## config.mk

```make
export PLATFORM = sky130hd
export DESIGN_NAME = uart_fifo_status
export DESIGN_NICKNAME = d
export VERILOG_FILES = /design/src/rtl/uart_fifo_status_pkg.sv /design/src/rtl/uart_fifo_level.sv /design/src/rtl/uart_err_flag.sv /design/src/rtl/uart_fifo_status.sv
export SDC_FILE = /design/constraint.sdc
export NUM_CORES = 1
export LEC_CHECK = 0
export ABC_AREA = 1
export BUFFER_PORTS_ARGS = -buffer_cell sky130_fd_sc_hd__buf_2
export CAP_MARGIN = 30
export CORE_UTILIZATION = 50
export CTS_CLUSTER_DIAMETER = 30
export CTS_CLUSTER_SIZE = 12
export DETAILED_ROUTE_END_ITERATION = 10
export HOLD_SLACK_MARGIN = 0.12
export PLACE_DENSITY = 0.78
export SETUP_SLACK_MARGIN = 0.02
export SYNTH_ARGS = -nofsm -noshare
export SYNTH_HDL_FRONTEND = slang
export SYNTH_SLANG_ARGS = --single-unit
export TNS_END_PERCENT = 20
```

## constraint.sdc

```tcl
create_clock -name clk -period 2.9 [get_ports clk]
set_input_delay 0.29 -clock clk [delete_from_list [all_inputs] [get_ports clk]]
set_output_delay 0.29 -clock clk [all_outputs]
set_load 0.005 [all_outputs]
```

## src/rtl/uart_fifo_status_pkg.sv

```systemverilog
package uart_fifo_status_pkg;
  localparam int unsigned BIT_TX_EMPTY = 7;
  localparam int unsigned BIT_RX_EMPTY = 6;
  localparam int unsigned BIT_RX_OVF   = 2;
  localparam int unsigned BIT_TX_OVF   = 1;
  localparam int unsigned BIT_RX_UDF   = 0;
  localparam int unsigned NUM_ERR      = 3;
endpackage

```

## src/rtl/uart_fifo_level.sv

```systemverilog
module uart_fifo_level #(
  parameter int unsigned DEPTH = 16
) (
  input  logic clk,
  input  logic rst,
  input  logic push,
  input  logic pop,
  output logic empty,
  output logic full
);
  localparam int unsigned CW = $clog2(DEPTH + 1);

  logic [CW-1:0] cnt;
  logic          accept;
  logic          take;

  assign empty  = (cnt == '0);
  assign full   = (cnt == CW'(DEPTH));
  assign accept = push && (!full || pop);
  assign take   = pop && !empty;

  always_ff @(posedge clk) begin
    if (rst) cnt <= '0;
    else     cnt <= cnt + CW'(accept) - CW'(take);
  end

  // the level never goes past the depth
  p_bound_r2: assert property (@(posedge clk) disable iff (rst) cnt <= CW'(DEPTH));
  // a push into a full FIFO with no pop leaves the level alone
  p_full_hold_r2: assert property (@(posedge clk) disable iff (rst)
    (full && push && !pop) |=> (cnt == $past(cnt)));
  // draining the last entry reports empty
  p_drain_empty_r2: assert property (@(posedge clk) disable iff (rst)
    (cnt == CW'(1) && pop && !push) |=> empty);
endmodule

```

## src/rtl/uart_err_flag.sv

```systemverilog
module uart_err_flag (
  input  logic clk,
  input  logic rst,
  input  logic set,
  input  logic clr,
  output logic q
);
  always_ff @(posedge clk) begin
    if (rst)      q <= 1'b0;
    else if (set) q <= 1'b1;
    else if (clr) q <= 1'b0;
  end

  p_set_wins_r9: assert property (@(posedge clk) disable iff (rst) set |=> q);
  p_clear_r8: assert property (@(posedge clk) disable iff (rst) (clr && !set) |=> !q);
  p_hold_r8: assert property (@(posedge clk) disable iff (rst)
    (!clr && !set) |=> (q == $past(q)));
endmodule

```

## src/rtl/uart_fifo_status.sv

```systemverilog
module uart_fifo_status
  import uart_fifo_status_pkg::*;
#(
  parameter int unsigned TX_DEPTH = 16,
  parameter int unsigned RX_DEPTH = 16
) (
  input  logic       clk,
  input  logic       rst,
  input  logic       tx_push,
  input  logic       tx_pop,
  input  logic       rx_push,
  input  logic       rx_pop,
  input  logic       ien_rxof,
  input  logic       ien_txof,
  input  logic       ien_rxuf,
  input  logic       reg_wr,
  input  logic [7:0] reg_wdata,
  output logic [7:0] reg_rdata,
  output logic       irq
);
  logic tx_empty, tx_full, rx_empty, rx_full;
  logic [NUM_ERR-1:0] err_evt, err_clr, err_q, err_en;

  uart_fifo_level #(.DEPTH(TX_DEPTH)) u_tx_level (
    .clk(clk), .rst(rst), .push(tx_push), .pop(tx_pop),
    .empty(tx_empty), .full(tx_full));

  uart_fifo_level #(.DEPTH(RX_DEPTH)) u_rx_level (
    .clk(clk), .rst(rst), .push(rx_push), .pop(rx_pop),
    .empty(rx_empty), .full(rx_full));

  always_comb begin
    err_evt             = '0;
    err_evt[BIT_RX_OVF] = rx_push && rx_full && !rx_pop;
    err_evt[BIT_TX_OVF] = tx_push && tx_full && !tx_pop;
    err_evt[BIT_RX_UDF] = rx_pop && rx_empty;
    err_en              = '0;
    err_en[BIT_RX_OVF]  = ien_rxof;
    err_en[BIT_TX_OVF]  = ien_txof;
    err_en[BIT_RX_UDF]  = ien_rxuf;
  end

  for (genvar g = 0; g < NUM_ERR; g++) begin : g_flag
    assign err_clr[g] = reg_wr && reg_wdata[g];
    uart_err_flag u_flag (
      .clk(clk), .rst(rst), .set(err_evt[g]), .clr(err_clr[g]), .q(err_q[g]));
  end

  assign reg_rdata = {tx_empty, rx_empty, 3'b000, err_q};
  assign irq       = |(err_q & err_en);

  p_rxof_sets_r5: assert property (@(posedge clk) disable iff (rst)
    (rx_push && rx_full && !rx_pop) |=> reg_rdata[BIT_RX_OVF]);
  p_txof_sets_r6: assert property (@(posedge clk) disable iff (rst)
    (tx_push && tx_full && !tx_pop) |=> reg_rdata[BIT_TX_OVF]);
  p_rxuf_sets_r7: assert property (@(posedge clk) disable iff (rst)
    (rx_pop && rx_empty) |=> reg_rdata[BIT_RX_UDF]);
  p_txpop_empty_r11: assert property (@(posedge clk) disable iff (rst)
    (tx_pop && tx_empty && !tx_push) |=> reg_rdata[BIT_TX_EMPTY]);
  p_irq_quiet_r10: assert property (@(posedge clk) disable iff (rst)
    (!ien_rxof && !ien_txof && !ien_rxuf) |-> !irq);
endmodule

```

==> results of run 1 <==
==> how the worst max path moves through the flow <==
stage	slack [ns]	cells past startpoint	endpoint
global route	0.40	13	u_tx_level.cnt[4]
global placement	0.67	13	u_rx_level.cnt[4]
CTS	0.60	13	u_tx_level.cnt[4]
finish	0.61	13	u_tx_level.cnt[4]
floorplan	0.81	13	u_rx_level.cnt[4]
detailed placement	0.61	13	u_rx_level.cnt[4]
==> area by class of cell <==
class / count / area (um^2) / area share, %
multi-input combinational: 83 / 504 / 50.1
sequential: 13 / 260 / 25.9
tap: 25 / 31.3 / 3.11
clock buffer: 4 / 26.3 / 2.61
inverter: 25 / 93.8 / 9.33
timing repair buffer: 18 / 90.1 / 8.96
==> cells in the mapped netlist, drive strengths merged <==
| cell type | number |
|---|---|
| inv | 25 |
| nand2 | 21 |
| nor2 | 14 |
| a21oi | 13 |
| dfxtp | 13 |
| ha | 12 |
| buf | 9 |
| nand3 | 9 |
| o21ai | 4 |
| nand4 | 3 |
| a31oi | 2 |
| fa | 2 |
| conb | 1 |
==> power groups by stage <==
stage               logic (mW)  clock network, mW  registers (mW)
floorplan                0.534                  0           0.288
global placement         0.592                  0           0.296
detailed placement       0.637                  0           0.299
CTS                      0.639              0.119           0.295
global route             0.733              0.126           0.303
finish                   0.632              0.117           0.294
==> worst min-delay path, cell delays in order <==
cell	delay, ns
buf_2	0.07
nand2_1	0.04
nand2_1	0.05
a21oi_1	0.05
==> logic make-up after synthesis <==
logic type      after synthesis
simple gates                 47
other cells                   1
compound gates               19
flops                        13
fa+ha+maj                    14
buf+inv                      34
==> state kept, by name, indices dropped and copies added, names as in the netlist <==
signal           count
u_rx_level.cnt       5
g_flag.u_flag.q      3
u_tx_level.cnt       5
==> per-layer routing <==
layer	vias to the layer above	GRT usage [%]	share of wire, %
met5	-	0	0
met4	0	9.70	2.9
met3	6	4.80	4.4
met2	18	29.4	48
met1	350	20.6	45
li1	424	-	-
==> flow_summary.toml, run 1 <==
[status]
status = "finished, final reports clean"

[cells_and_area]
nNetsFinal = 176
nFillCells = 171
post-route-util_pct = 58.3
drive_gt1_share_pct = 19.6
fin_area_um2 = 1010
antenna-diode-count = 0
layout_commonest_cell = "inv_1"
syn_to_final_growth_pct = 9.84
fin_cells = 168
final_cell_mix = "inv_1 (22), nand2_1 (21), buf_2 (18)"

[synthesis]
synth-xor-area-share_pct = 0
avgSynthCellArea_um2 = 7.16
syn-cell-area_um2 = 916
synthSimpleGateAreaFrac_pct = 22.4
yosys-top-cells-area = "dfxtp_1 (28%), ha_1 (16%), inv_1 (9.0%), nand2_1 (8.6%), a21oi_1 (7.1%)"
ys_ff_latch = 13
muxShareOfSynthArea_pct = 0
yosys_warnings = 0
yosysTopAreaCellShare_pct = 28.4
synth_adder_area_share_pct = 20.8
synth_compound_gate_area_share_pct = 10.7
netlist_instances = 128
synth_cell_types = 16
yosysTopAreaCell = "dfxtp_1"
synth_top_family_by_area = "simple AND/OR/NAND/NOR gates"
ys_seq_area_share_pct = 28.4

[setup_path]
crit_arrival_ns = 2.47
rr_worst_depth = 13
worstPathRequired_ns = 3.07
crit_start = "u_tx_level.cnt[3]"
path_cells = "inv_1 > ha_1 > nand2_1 > o21ai_0 > inv_1 > ha_1 > inv_1 > ha_1 > fa_1 > nand3_1 > nand3_1 > nand2_1 > nor2_1"
endpoint_kind = "flip-flop"
setup.worst_path.class = "reg -> reg"
path_buf_inv = 3
cp_max_fo = 3
crit_slowest_cell = "fa_1"
start_kind = "flip-flop"
rr_startpoint = "u_tx_level.cnt[3]"
cp_top_family = "adder cells"
critPathMaxStageDelay_ns = 0.40
reg2reg_slack_ns = 0.61
r2r-end = "u_tx_level.cnt[4]"

[routing]
drt_pre_antenna_iters = 2
wirelength_um = 1580
antenna_left = 0
viasPerCell = 4.75
first_iter_violations = 16
vias = 798
wire_per_inst_um = 9.42
drc = 0

[floorplanning]
initial_core_util_pct = 53.0
die_h_um = 44.8
core_area_um2 = 1730
die_w_um = 44.8
die_area_um2 = 2010
num_io_pins = 27
rows = 15

[min_path]
holdCritPathClass = "in -> reg"
holdPathEnd = "g_flag[0].u_flag.q"
hold_depth = 4
min_from = "reg_wdata[0]"

[clock_tree]
clkTransAtPathRegs_ns = 0.09
cts_sinks = 13
hold_buffers = 0
cts-root-buf = "clkbuf_4"
clk_path_buf_depth = 2
clk_latency_ns = 0.27
post-cts-setup-buffers = 0
ctsResizeCount = 0
cts_tree = "yes"
htreeDepth = 1
cts_buffers = 3

[placement]
pre_cts_ws_ns = 0.613
dp_hpwl_um = 1350
port_buffers = 18
gp_congestion = 0.812
placed_cell_area_um2 = 980
placed_cells = 164

[power]
power_switching_mw = 0.481
clkPwrFrac_pct = 11.2
power.total_mw = 1.04
powerDensity_nw_per_um2 = 1040
seqPwrFrac_pct = 28.2
switching_share_pct = 46.1
internal-power_mw = 0.563
share_comb_of_total_power_pct = 60.6
p_leak_nw = 0.536
vdd_drop_max_v = 0.000430

[sta]
setup_viol = 0
setup_slack_ns = 0.607
rsz0062_at_grt = "false"
fin_crit_ns = 2.29
hold_violations = 0
fmaxAchievable_mhz = 436
fin_crit_sh_pct = 79.1
clock_skew_ns = 0.000743
maxSlewViolCount = 0
tns_ns = 0
hold_slack_ns = 0.258

[grt]
antenna_found_initial = 0
grt.overflow.total = 0
grt_max_degree = 9
grt_first_pass_wirelength_um = 2530
grt_usage_pct = 17.7
first_global_vias = 660

[job]
cap_violations = 0
Power figures use the tool's default switching activity.
==> inputs of run 2 (changes only) <==
ABC_AREA = 0   (was 1)
CORE_UTILIZATION = 45   (was 50)
PLACE_DENSITY = 0.74   (was 0.78)
clock period = 2.1 ns   (was 2.9 ns; I/O delays follow)
==> flow_summary.toml, run 2 <==
[synthesis]
yosysTopAreaCell = "dfxtp_1"
synth_common_cells = "inv_1 (20), dfxtp_1 (13), ha_1 (12)"
yosys-top-cells-area = "dfxtp_1 (28%), ha_1 (16%), inv_1 (8.0%), buf_4 (6.4%), fa_1 (4.3%)"
synth.most_common_cell = "inv_1"
ys_seq_area_share_pct = 27.8
muxShareOfSynthArea_pct = 0
synthFlopType = "dfxtp_1"
synth-xor-area-share_pct = 3.74
synthArstFlopShare_pct = 0
yosysTopAreaCellShare_pct = 27.8
synth_adder_area_share_pct = 20.3
yosys_warnings = 0
synthSimpleGateAreaFrac_pct = 16.8
synth_compound_gate_area_share_pct = 15.9
syn-cell-area_um2 = 936
synth_top_family_by_area = "adder cells"
ys_ff_latch = 13
synth_cell_types = 29
synth_edf_count = 0
avgSynthCellArea_um2 = 8.67
netlist_instances = 108

[grt]
grt_max_degree = 16
grt.overflow.total = 0
grt_usage_pct = 19.5
grt_first_pass_wirelength_um = 2990
antenna_found_initial = 0
first_global_vias = 767

[sta]
rsz0062_at_grt = "true"
fin_crit_ns = 2.41
setup_slack_ns = -0.310
maxSlewViolCount = 0
fmaxAchievable_mhz = 415
hold_violations = 0
setup_viol = 6
fin_crit_sh_pct = 115
clock_skew_ns = 0.00286

[setup_path]
reg2reg_slack_ns = -0.31
start_kind = "flip-flop"
cp_max_fo = 2
r2r-end = "u_tx_level.cnt[4]"
endpoint_kind = "flip-flop"
cp-endpoint = "u_tx_level.cnt[4]"
setup.worst_path.class = "reg -> reg"
worstPathRequired_ns = 2.28
rr_worst_depth = 12
rr_startpoint = "u_tx_level.cnt[3]"
crit_start = "u_tx_level.cnt[3]"
crit_arrival_ns = 2.59

[placement]
dp_hpwl_um = 1510
placed_cells = 162
placed_cell_area_um2 = 1140
gp_congestion = 0.798
port_buffers = 18

[clock_tree]
cts_buffers = 3
hold_buffers = 0
clk_path_buf_depth = 2
cts_tree = "yes"
cts-root-buf = "clkbuf_4"
clk_latency_ns = 0.28
cts_sinks = 13
clkTransAtPathRegs_ns = 0.08
htreeDepth = 1

[status]
violations = "negative setup slack"
status = "finished, violations left"

[routing]
wirelength_um = 1990
antenna_left = 0
routed-wl-met2_um = 1110
dr_wl_met3_um = 78
top_layer = "met4"
first_iter_violations = 18
viasPerCell = 4.95
wire_per_inst_um = 11.9
drt_pre_antenna_iters = 4
vias = 831
met1Wirelength_um = 794
drc = 0

[cells_and_area]
post-route-util_pct = 63.0
fin_cells = 168
antenna-diode-count = 0
fin_area_um2 = 1240
final_cell_mix = "buf_2 (18), buf_4 (18), inv_1 (16)"
drive_gt1_share_pct = 46.8
syn_to_final_growth_pct = 32.1
nNetsFinal = 174
reg.largest.list = "u_rx_level.cnt (5), u_tx_level.cnt (5), g_flag.u_flag.q (3)"

[power]
p_leak_nw = 0.589
powerDensity_nw_per_um2 = 1520
vdd_drop_max_v = 0.000644

[floorplanning]
num_io_pins = 27
die_w_um = 47.6
initial_core_util_pct = 47.7
die_area_um2 = 2270
die_h_um = 47.6
rows = 16
core_area_um2 = 1960

[job]
cap_violations = 0

[min_path]
holdCritPathClass = "in -> reg"
-- run 2: cell types whose count changed in the layout (fill, tap and decap cells not counted), moves of 5 or more --
cell	before	now
inv_1	22	16
buf_4	0	18
nor2b_1	0	5
nand2_1	21	3
nand3_1	9	1
a21oi_1	13	4
-- run 2: cell families after synthesis --
group / Yosys count
fa+ha+maj: 14
flops: 13
compound gates: 21
xor+xnor: 4
simple gates: 26
other cells: 1
buf+inv: 29
-- run 2: cell type report --
cell class,count,area (um^2)
clock buffers,4,26.3
fillers,166,726
inverters,20,75.1
multi-input cells,68,612
flip-flops and latches,13,264
well taps,27,33.8
repair buffers,36,225
-- run 2: critical path, cell delays in order, from the launching register on --
cell and delay, ns:
dfxtp_2 0.33, inv_2 0.07, ha_4 0.12, or3b_4 0.39, nor2_4 0.09, nor2b_1 0.06, ha_1 0.29, inv_2 0.04
ha_4 0.16, fa_2 0.35, a21oi_2 0.15, o21ai_1 0.08, a21bo_2 0.18
-- run 2: per-stage QoR --
step | power [mW] | setup TNS (ns) | worst slack [ns] | hold WS (ns)
after detailed placement | 1.54 | -1.25 | -0.357 | 0.476
after global placement | 1.48 | -0.889 | -0.256 | 0.462
after CTS | 1.82 | -0.960 | -0.306 | 0.187
after global routing | 2.05 | -1.52 | -0.394 | 0.220
after floorplan | 1.18 | -0.527 | -0.263 | 0.370
final | 1.87 | -0.919 | -0.310 | 0.185
-- run 2: worst min path at each step --
stage	from	endpoint	slack, ns	cells after the start
2_1_floorplan	rx_pop	g_flag[0].u_flag.q	0.37	2
3_3_place_gp	g_flag[2].u_flag.q	g_flag[2].u_flag.q	0.46	2
3_5_place_dp	g_flag[2].u_flag.q	g_flag[2].u_flag.q	0.48	2
4_1_cts	rx_pop	g_flag[0].u_flag.q	0.19	3
5_1_grt	reg_wdata[2]	g_flag[2].u_flag.q	0.22	4
6_report	rx_pop	g_flag[0].u_flag.q	0.19	3
-- run 2: routing by layer --
layer | vias to the layer above | track usage (%)
met3 | 2 | 3.40
met5 | - | 0
met1 | 390 | 19.3
li1 | 415 | -
met4 | 0 | 8.33
met2 | 24 | 39.2
-- run 2: timing repair --
| action | CTS | global route |
|---|---|---|
| pin swaps | 6 | 2 |
| resized for setup | 12 | 6 |
| setup buffers | 2 | 0 |
| setup endpoints to repair | 6 | 8 |
-- run 2: power breakdown --
part           leakage (nW)  internal (mW)  switching, mW
Clock                0.0150         0.0738         0.0860
Combinational         0.465          0.718          0.582
Sequential            0.108          0.343         0.0709
Total                 0.589           1.14          0.739
==> inputs of run 3 (changes only) <==
CORE_UTILIZATION = 54   (was 45)
PLACE_DENSITY = 0.83   (was 0.74)
clock period = 2.8 ns   (was 2.1 ns; I/O delays follow)
==> flow_summary.toml, run 3 (synthesized netlist as in run 2, its figures left out) <==
[setup_path]
endpoint_kind = "flip-flop"
cp_max_fo = 3
crit_arrival_ns = 2.81
setup.worst_path.class = "reg -> reg"
start_kind = "flip-flop"
worstPathRequired_ns = 2.98

[grt]
antenna_found_initial = 0
grt_first_pass_wirelength_um = 2810
grt.overflow.total = 0
grt_usage_pct = 20.2
grt_max_degree = 16
first_global_vias = 749

[clock_tree]
post-cts-setup-buffers = 0
ctsResizeCount = 0
cts_sinks = 13
cts_tree = "yes"
clkTransAtPathRegs_ns = 0.08
cts-root-buf = "clkbuf_4"
cts_buffers = 3
htreeDepth = 1
hold_buffers = 0
clk_path_buf_depth = 2
clk_latency_ns = 0.28

[placement]
pre_cts_ws_ns = 0.0995
gp_congestion = 0.787
dp_hpwl_um = 1330
port_buffers = 18

[power]
vdd_drop_max_v = 0.000460
powerDensity_nw_per_um2 = 1090
power.total_mw = 1.11
p_leak_nw = 0.497

[routing]
drt_pre_antenna_iters = 7
wire_per_inst_um = 11.8
vias = 756
drc = 4
first_iter_violations = 13
viasPerCell = 5.44
wirelength_um = 1640
antenna_left = 0

[floorplanning]
die_w_um = 43.6
rows = 14
num_io_pins = 27
core_area_um2 = 1560
die_h_um = 43.6
initial_core_util_pct = 60.0
die_area_um2 = 1900

[sta]
rsz0062_at_grt = "false"
setup_viol = 0
setup_slack_ns = 0.170
clock_skew_ns = 0.00112
hold_slack_ns = 0.284
tns_ns = 0
maxSlewViolCount = 0
fin_crit_ns = 2.63
fin_crit_sh_pct = 93.9
fmaxAchievable_mhz = 380
hold_violations = 0

[cells_and_area]
final_cell_mix = "inv_1 (20), buf_2 (18), dfxtp_1 (13)"
drive_gt1_share_pct = 25.2
reg.largest.list = "u_rx_level.cnt (5), u_tx_level.cnt (5), g_flag.u_flag.q (3)"
syn_to_final_growth_pct = 9.36
nNetsFinal = 156
post-route-util_pct = 65.7
antenna-diode-count = 0
layout_commonest_cell = "inv_1"

[min_path]
holdCritPathClass = "in -> reg"

[status]
status = "finished, violations left"
violations = "design-rule violations"

[job]
cap_violations = 0
-- run 3: final cells by class --
class | instances | area, um^2
Multi-Input combinational cell | 68 | 552
Fill cell | 136 | 536
Clock buffer | 4 | 26.3
Sequential cell | 13 | 260
Timing Repair Buffer | 18 | 90.1
Inverter | 20 | 75.1
Tap cell | 16 | 20.0
-- run 3: metrics by stage --
stage | area, um^2 | instances
finish | 1020 | 139
CTS | 1010 | 139
detailed placement | 988 | 135
global route | 1020 | 139
global placement | 988 | 135
floorplan | 943 | 110
-- run 3: power breakdown --
part	switching, mW	total, mW	internal (mW)	leakage (nW)
sequential	0.0582	0.312	0.254	0.108
combinational	0.337	0.683	0.346	0.374
clock	0.0620	0.117	0.0554	0.0150
total	0.457	1.11	0.656	0.497
-- run 3: critical path, cell delays in order (launching register included) --
cell and delay (ns):
dfxtp_1 0.33, inv_1 0.08, ha_1 0.14, or3b_4 0.39
nor2_1 0.13, nor2b_1 0.08, ha_1 0.27, inv_1 0.04
ha_1 0.23, fa_2 0.38, a21oi_2 0.18, o21ai_0 0.09
a21bo_2 0.19
-- run 3: worst paths after layout --
path         cells past startpoint  slack [ns]               start                 end
min reg2reg                      2        0.48  g_flag[2].u_flag.q  g_flag[2].u_flag.q
max reg2reg                     12        0.17   u_tx_level.cnt[3]   u_tx_level.cnt[4]
max                             12        0.17   u_tx_level.cnt[3]   u_tx_level.cnt[4]
min                              3        0.28              rx_pop  g_flag[0].u_flag.q
-- run 3: per-layer routing --
metal / up-vias / global-route usage [%] / part of all wire, %
met1: 352 / 22.7 / 43
met5: - / 0 / 0
li1: 375 / - / -
met2: 22 / 33.4 / 48
met3: 7 / 5.00 / 5.5
met4: 0 / 13.8 / 3.1
